File: src/rtl/tdm_pkg.sv
package tdm_pkg;
    localparam int BYTE_W     = 8;
    localparam int SLOTS      = 8;
    localparam int SLOT_BYTES = 3;
    localparam int SLOT_IW    = $clog2(SLOTS);
    localparam int BYTE_IW    = $clog2(SLOT_BYTES);
    localparam int BIT_IW     = $clog2(BYTE_W);

    typedef enum logic {SER_IDLE, SER_RUN} ser_state_t;

    typedef struct packed {
        logic [SLOT_IW-1:0] slot_i;
        logic [BYTE_IW-1:0] byte_i;
        logic [BIT_IW-1:0]  bit_i;
    } frame_pos_t;

    localparam frame_pos_t POS_LAST = '{slot_i: SLOT_IW'(SLOTS-1),
                                        byte_i: BYTE_IW'(SLOT_BYTES-1),
                                        bit_i:  BIT_IW'(BYTE_W-1)};

    function automatic logic pos_end_byte(input frame_pos_t p);
        return p.bit_i == BIT_IW'(BYTE_W-1);
    endfunction

    function automatic logic pos_end_slot(input frame_pos_t p);
        return pos_end_byte(p) && (p.byte_i == BYTE_IW'(SLOT_BYTES-1));
    endfunction

    function automatic frame_pos_t pos_advance(input frame_pos_t p);
        frame_pos_t n;
        n = p;
        if (pos_end_byte(p)) begin
            n.bit_i = '0;
            if (pos_end_slot(p)) begin
                n.byte_i = '0;
                n.slot_i = (p.slot_i == SLOT_IW'(SLOTS-1)) ? '0 : p.slot_i + 1'b1;
            end else begin
                n.byte_i = p.byte_i + 1'b1;
            end
        end else begin
            n.bit_i = p.bit_i + 1'b1;
        end
        return n;
    endfunction
endpackage

File: src/rtl/tdm_byte_fifo.sv
module tdm_byte_fifo import tdm_pkg::*; #(
    parameter int DEPTH = 128,
    localparam int CW = $clog2(DEPTH+1),
    localparam int AW = (DEPTH > 1) ? $clog2(DEPTH) : 1
) (
    input  logic              clk,
    input  logic              rst,
    input  logic              push,
    input  logic [BYTE_W-1:0] din,
    input  logic              pop,
    output logic [BYTE_W-1:0] dout,
    output logic [CW-1:0]     cnt,
    output logic              full
);
    logic [BYTE_W-1:0] mem [DEPTH];
    logic [AW-1:0] wr_ptr, rd_ptr;
    logic push_ok;

    assign full    = (cnt == CW'(DEPTH));
    assign push_ok = push && !full;
    assign dout    = mem[rd_ptr];

    always_ff @(posedge clk) begin
        if (push_ok) mem[wr_ptr] <= din;
    end

    always_ff @(posedge clk) begin
        if (rst) begin
            wr_ptr <= '0;
            rd_ptr <= '0;
            cnt    <= '0;
        end else begin
            if (push_ok) wr_ptr <= (wr_ptr == AW'(DEPTH-1)) ? '0 : wr_ptr + 1'b1;
            if (pop)     rd_ptr <= (rd_ptr == AW'(DEPTH-1)) ? '0 : rd_ptr + 1'b1;
            case ({push_ok, pop})
                2'b10:   cnt <= cnt + 1'b1;
                2'b01:   cnt <= cnt - 1'b1;
                default: cnt <= cnt;
            endcase
        end
    end

    assert_count_bounded_R10: assert property (@(posedge clk) disable iff (rst)
        cnt <= CW'(DEPTH));
    assert_no_underrun_R8: assert property (@(posedge clk) disable iff (rst)
        pop |-> (cnt != '0));
    assert_full_blocks_write_R10: assert property (@(posedge clk) disable iff (rst)
        (full && push && !pop) |=> $stable(cnt));
endmodule

File: src/rtl/tdm_bclk_div.sv
module tdm_bclk_div #(
    parameter int HALF_FAST = 1,
    parameter int HALF_SLOW = 2,
    localparam int HMAX = (HALF_SLOW > HALF_FAST) ? HALF_SLOW : HALF_FAST,
    localparam int HW = $clog2(HMAX+1)
) (
    input  logic clk,
    input  logic rst,
    input  logic run,
    input  logic div_sel,
    output logic bclk,
    output logic fall_evt
);
    logic [HW-1:0] cnt, half_m1;
    logic edge_now;

    assign half_m1  = div_sel ? HW'(HALF_SLOW-1) : HW'(HALF_FAST-1);
    assign edge_now = run && (cnt >= half_m1);
    assign fall_evt = edge_now && bclk;

    always_ff @(posedge clk) begin
        if (rst || !run) begin
            cnt  <= '0;
            bclk <= 1'b0;
        end else if (edge_now) begin
            cnt  <= '0;
            bclk <= ~bclk;
        end else begin
            cnt <= cnt + 1'b1;
        end
    end

    assert_bclk_idle_low_R1: assert property (@(posedge clk) disable iff (rst)
        !run |=> !bclk);
    assert_bclk_toggles_on_count_R4: assert property (@(posedge clk) disable iff (rst)
        (run && !edge_now) |=> $stable(bclk));
endmodule

File: src/rtl/tdm_slot_serializer.sv
module tdm_slot_serializer import tdm_pkg::*; #(
    parameter int CW = 8
) (
    input  logic              clk,
    input  logic              rst,
    input  logic              fall_evt,
    input  logic [CW-1:0]     start_lvl,
    input  logic [CW-1:0]     fifo_cnt,
    input  logic [BYTE_W-1:0] fifo_dout,
    output logic              fifo_pop,
    output logic              run,
    output logic              fsync,
    output logic              sdata,
    output logic              udf_evt
);
    ser_state_t st;
    frame_pos_t pos, pos_n;
    logic live, live_n, starved;
    logic [BYTE_W-2:0] shreg;
    logic step, end_byte, end_slot, end_frame, have_slot, shortfall;

    assign run       = (st == SER_RUN);
    assign step      = run && fall_evt;
    assign end_byte  = pos_end_byte(pos);
    assign end_slot  = pos_end_slot(pos);
    assign end_frame = (pos == POS_LAST);
    assign pos_n     = pos_advance(pos);
    assign have_slot = (fifo_cnt >= CW'(SLOT_BYTES));
    assign live_n    = end_slot ? ((end_frame || live) && have_slot) : live;
    assign fifo_pop  = step && end_byte && live_n;
    assign shortfall = step && end_slot && (end_frame || live) && !have_slot;
    assign udf_evt   = shortfall && !starved;

    always_ff @(posedge clk) begin
        if (rst) begin
            st      <= SER_IDLE;
            pos     <= POS_LAST;
            live    <= 1'b0;
            starved <= 1'b0;
            shreg   <= '0;
            fsync   <= 1'b0;
            sdata   <= 1'b0;
        end else if (st == SER_IDLE) begin
            if (fifo_cnt >= start_lvl) begin
                st    <= SER_RUN;
                pos   <= POS_LAST;
                fsync <= 1'b1;
                sdata <= 1'b0;
            end
        end else if (step) begin
            pos   <= pos_n;
            live  <= live_n;
            fsync <= (pos_n == POS_LAST);
            if (end_byte) begin
                sdata <= fifo_pop ? fifo_dout[BYTE_W-1] : 1'b0;
                shreg <= fifo_pop ? fifo_dout[BYTE_W-2:0] : '0;
            end else begin
                sdata <= shreg[BYTE_W-2];
                shreg <= {shreg[BYTE_W-3:0], 1'b0};
            end
            if (shortfall)                   starved <= 1'b1;
            else if (end_frame && live_n)    starved <= 1'b0;
        end
    end

    assert_stable_between_falls_R7: assert property (@(posedge clk) disable iff (rst)
        (run && !fall_evt) |=> ($stable(sdata) && $stable(fsync)));
    assert_idle_quiet_R3: assert property (@(posedge clk) disable iff (rst)
        !run |-> (!fsync && !sdata && !fifo_pop));
    assert_hold_below_level_R3: assert property (@(posedge clk) disable iff (rst)
        (!run && (fifo_cnt < start_lvl)) |=> !run);
    assert_zero_slot_no_pop_R8: assert property (@(posedge clk) disable iff (rst)
        shortfall |-> !fifo_pop);
endmodule

File: src/rtl/tdm_dac_streamer.sv
module tdm_dac_streamer import tdm_pkg::*; #(
    parameter int DEPTH = 128,
    parameter int HALF_FAST = 1,
    parameter int HALF_SLOW = 2,
    localparam int CW = $clog2(DEPTH+1)
) (
    input  logic              clk,
    input  logic              rst,
    input  logic [BYTE_W-1:0] wr_data,
    input  logic              wr_stb,
    input  logic [CW-1:0]     start_lvl,
    input  logic              div_sel,
    input  logic              flag_clr,
    output logic              bclk,
    output logic              fsync,
    output logic              sdata,
    output logic              underflow,
    output logic              overflow
);
    logic stb_q, push_req, fifo_full, fifo_pop, run, fall_evt, udf_evt;
    logic [BYTE_W-1:0] fifo_dout;
    logic [CW-1:0] fifo_cnt;

    assign push_req = wr_stb && !stb_q;

    always_ff @(posedge clk) begin
        if (rst) begin
            stb_q     <= 1'b0;
            overflow  <= 1'b0;
            underflow <= 1'b0;
        end else begin
            stb_q <= wr_stb;
            if (push_req && fifo_full) overflow <= 1'b1;
            else if (flag_clr)         overflow <= 1'b0;
            if (udf_evt)               underflow <= 1'b1;
            else if (flag_clr)         underflow <= 1'b0;
        end
    end

    tdm_byte_fifo #(.DEPTH(DEPTH)) fifo_i (
        .clk(clk), .rst(rst), .push(push_req), .din(wr_data),
        .pop(fifo_pop), .dout(fifo_dout), .cnt(fifo_cnt), .full(fifo_full)
    );

    tdm_bclk_div #(.HALF_FAST(HALF_FAST), .HALF_SLOW(HALF_SLOW)) div_i (
        .clk(clk), .rst(rst), .run(run), .div_sel(div_sel),
        .bclk(bclk), .fall_evt(fall_evt)
    );

    tdm_slot_serializer #(.CW(CW)) ser_i (
        .clk(clk), .rst(rst), .fall_evt(fall_evt), .start_lvl(start_lvl),
        .fifo_cnt(fifo_cnt), .fifo_dout(fifo_dout), .fifo_pop(fifo_pop),
        .run(run), .fsync(fsync), .sdata(sdata), .udf_evt(udf_evt)
    );

    assert_drop_sets_ovf_R10: assert property (@(posedge clk) disable iff (rst)
        (push_req && fifo_full) |=> overflow);
    assert_ovf_sticky_R11: assert property (@(posedge clk) disable iff (rst)
        (overflow && !flag_clr) |=> overflow);
    assert_udf_sticky_R11: assert property (@(posedge clk) disable iff (rst)
        (underflow && !flag_clr) |=> underflow);
    assert_clear_works_R11: assert property (@(posedge clk) disable iff (rst)
        (flag_clr && !(push_req && fifo_full)) |=> !overflow);
endmodule

File: config.mk
export PLATFORM = sky130hd
export DESIGN_NAME = tdm_dac_streamer
export DESIGN_NICKNAME = d
export VERILOG_FILES = /design/src/rtl/tdm_pkg.sv /design/src/rtl/tdm_byte_fifo.sv /design/src/rtl/tdm_bclk_div.sv /design/src/rtl/tdm_slot_serializer.sv /design/src/rtl/tdm_dac_streamer.sv
export SDC_FILE = /design/constraint.sdc
export NUM_CORES = 1
export LEC_CHECK = 0
export BUFFER_PORTS_ARGS = -buffer_cell sky130_fd_sc_hd__buf_2
export CORE_UTILIZATION = 68
export CTS_CLUSTER_DIAMETER = 120
export DETAILED_ROUTE_END_ITERATION = 10
export PLACE_DENSITY_LB_ADDON = 0.3
export SLEW_MARGIN = 5
export SYNTH_ARGS = -nofsm -noshare
export SYNTH_HDL_FRONTEND = slang
export SYNTH_SLANG_ARGS = --single-unit
export TNS_END_PERCENT = 5
File: constraint.sdc
create_clock -name clk -period 9.8 [get_ports clk]
set_clock_uncertainty 0.2 [all_clocks]
set_input_delay 0.49 -clock clk [delete_from_list [all_inputs] [get_ports clk]]
set_output_delay 0.49 -clock clk [all_outputs]
set_load 0.02 [all_outputs]
==> flow_summary.json <==
{
  "status": "completed",
  "nFillCells": 3211,
  "die_h_microns": 253,
  "ys_seq_elements": 1079,
  "async_flop_share_pct": 0,
  "chipWidth_microns": 253,
  "critPathMaxFanout": 21,
  "hold_violations": 0,
  "fin_ws_ns": 4.99,
  "initial_core_util_pct": 69.1,
  "slew_headroom_pct": 16.8,
  "num_rows": 91,
  "yosys_warnings": 0,
  "globalplace.congestion": 0.943,
  "ant_nets": 0,
  "period_needed_ns": 4.81,
  "yosysMostFrequentCell": "edfxtp_1",
  "synth_area_per_cell_sq_um": 19.0,
  "dpl_worst_slack_ns": 5.03,
  "antenna_found_initial": 1,
  "netlist_top_cells_area": "edfxtp_1 72%, mux4_2 12%, dfxtp_1 2.6%, mux2i_1 2.5%, nor2_1 1.6%",
  "first_iter_violations": 3355,
  "worstMarginPinSlew_ns": 1.25,
  "die-area_sq_um": 63900,
  "multi_input_area_sq_um": 10200,
  "slew_viol_final": 0,
  "core_area_sq_um": 61900,
  "grt_pass1_wl_microns": 154000,
  "place_hpwl_microns": 60300,
  "peakVddDrop_uv": 207,
  "max_cap_violations": 0,
  "clkTransAtPathRegs_ns": 0.06,
  "num_vias": 23000,
  "grt_start_max_net_pins": 105,
  "layout-drive-gt1-share_pct": 19.5,
  "routed_wl_microns": 106000,
  "synth.cell_area_sq_um": 42800,
  "ys_seq_area_share_pct": 74.5,
  "route.detailed.drc": 0,
  "synth_edf_count": 1024,
  "finalNetCount": 2331,
  "arrival_ns": 5.15,
  "synth_ff_type": "edfxtp_1",
  "cts_buffers": 103,
  "cts_tree": "done",
  "port_buffers": 25,
  "worst-setup-path-type": "reg -> reg",
  "power_density_nw_per_um2": 199,
  "vias_per_cell": 7.16,
  "ys_types": 68,
  "antenna_cells": 0,
  "drtPass1Iterations": 8,
  "area_growth_syn_to_layout_pct": 10.3,
  "grt_setup_unrepaired": "false",
  "critPathLaunchType": "register",
  "final.setup.tns_ns": 0,
  "cts_buffer_depth": 3,
  "netlist.area_leader.share_pct": 71.9,
  "wl_per_cell_microns": 33.0,
  "clock-sinks": 1079,
  "fin_crit_sh_pct": 49.1,
  "cts_setup_buffers": 0,
  "leakage_nw": 14.3,
  "setup_viol": 0,
  "worstPathRequired_ns": 10.14,
  "synth_nets": 2289,
  "yosysTopAreaCell": "edfxtp_1",
  "grt_pass1_vias": 23200,
  "synth_common_cells": "1024 x edfxtp_1, 224 x mux4_2, 186 x nor2_1",
  "grt_overflow": 0,
  "cp-end-kind": "register",
  "synthesis.instances": 2250,
  "grt_usage_pct": 34.2,
  "regArea_sq_um": 31900,
  "cts_max_level": 3,
  "io-pin-count": 26,
  "clk_latency_ns": 0.68,
  "hold_path.class": "in -> reg",
  "cts-root-buf": "clkbuf_16",
  "clock.fmax_ghz": 0.208
}
-- worst paths after layout --
kind	start	end	slack, ns	cells past startpoint
max	ser_i.pos[0]$_SDFFE_PP1P_	fifo_i.cnt[6]$_SDFFE_PP0P_	4.99	14
min	wr_data[7]	fifo_i.mem[116][7]$_DFFE_PP_	0.03	1
max reg2reg	ser_i.pos[0]$_SDFFE_PP1P_	fifo_i.cnt[6]$_SDFFE_PP0P_	4.99	14
min reg2reg	overflow$_SDFFE_PP0P_	overflow$_SDFFE_PP0P_	0.26	2
-- state kept, by name (all words and copies together) (netlist names), 2 cells and up, named ones only --
| name | flops |
|---|---|
| fifo_i.mem | 1024 |
| fifo_i.cnt | 8 |
| ser_i.pos | 8 |
| fifo_i.rd_ptr | 7 |
| fifo_i.wr_ptr | 7 |
| ser_i.shreg | 7 |
| div_i.cnt | 2 |
-- power breakdown --
part / internal, mW / total, mW / switching, mW / leakage [nW]
registers: 5.05 / 5.05 / 0.00554 / 9.65
clock network: 2.48 / 4.23 / 1.74 / 1.73
logic: 0.0197 / 0.127 / 0.107 / 2.90
total: 7.55 / 9.40 / 1.86 / 14.3
-- cell usage in the layout, fill, tap and decap left out, types with 5 or more instances in the layout --
master / instances
nor3_1: 16
a21o_1: 5
xnor2_1: 6
nand3b_1: 5
dfxtp_1: 51
ha_1: 18
or4_1: 7
clkinvlp_4: 7
nand3_1: 35
mux2i_1: 108
nor2b_1: 23
a21oi_1: 47
nand4_1: 20
a22oi_1: 25
clkinv_1: 20
clkbuf_16: 104
buf_2: 17
clkbuf_1: 16
buf_4: 43
a31oi_1: 6
xor2_1: 13
nor2_1: 186
inv_1: 16
a211oi_1: 27
nand2b_1: 5
a221oi_1: 29
or3_1: 6
o211ai_1: 5
nand2_1: 82
and4_1: 6
mux2_2: 9
o21ai_0: 45
mux4_2: 224
clkinv_2: 18
and3_1: 9
a2111oi_0: 7
o22ai_1: 5
bufinv_16: 20
edfxtp_1: 1024
-- per-layer routing --
metal	share of wire [%]	wire length (microns)	vias to the layer above	track usage, %
li1	-	-	9254	-
met5	0	0	-	0
met3	11	11900	363	7.26
met4	5.5	5890	0	16.6
met1	36	37800	11700	46.9
met2	48	50500	1740	53.2
-- cell families after synthesis --
| kind of cell | after synthesis | synth area share (%) |
|---|---|---|
| flops | 1079 | 74.5 |
| simple gates | 424 | 4.74 |
| mux | 341 | 14.6 |
| compound gates | 226 | 3.58 |
| buf+inv | 143 | 1.75 |
| xor+xnor | 19 | 0.389 |
| fa+ha+maj | 18 | 0.526 |
-- per-stage QoR --
step	hold slack, ns	utilization [%]	cell area [sq um]	cells	power (mW)
after floorplan	0.246	-	42800	2250	5.18
after global placement	0.245	70.3	43600	3022	5.26
after detailed placement	0.246	70.3	43600	3022	5.27
after CTS	0.00874	76.2	47200	3217	9.40
after global routing	0.0312	76.2	47200	3217	9.57
final	0.0303	76.2	47200	3217	9.40
-- repair_timing --
item / in CTS / in global routing
endpoints found under the setup margin: 0 / 0
resized for setup: 0 / 0
endpoints found under the hold margin: 2 / 0
hold buffers: 2 / 0
-- critical path, stage by stage, from the launching register on --
cell and delay [ns]:
dfxtp_1 0.37, ha_1 0.19, ha_1 0.53, inv_1 0.24
nor4_4 0.70, ha_1 0.73, xor2_1 0.14, ha_1 0.21
a21oi_1 0.24, o21ai_0 0.13, a221oi_1 0.43, nand3_1 0.15
a31oi_1 0.22, xnor2_1 0.14, nor2_1 0.05
-- area by class of cell --
| cell class | count | share of cell area, % |
|---|---|---|
| multi-input cells | 1028 | 21.6 |
| flip-flops and latches | 1079 | 67.5 |
| clock inverters | 73 | 1.95 |
| well taps | 837 | 2.22 |
| clock buffers | 120 | 5.64 |
| inverters | 18 | 0.143 |
| repair buffers | 62 | 0.907 |
No activity file was read; power rests on OpenSTA's default activity.
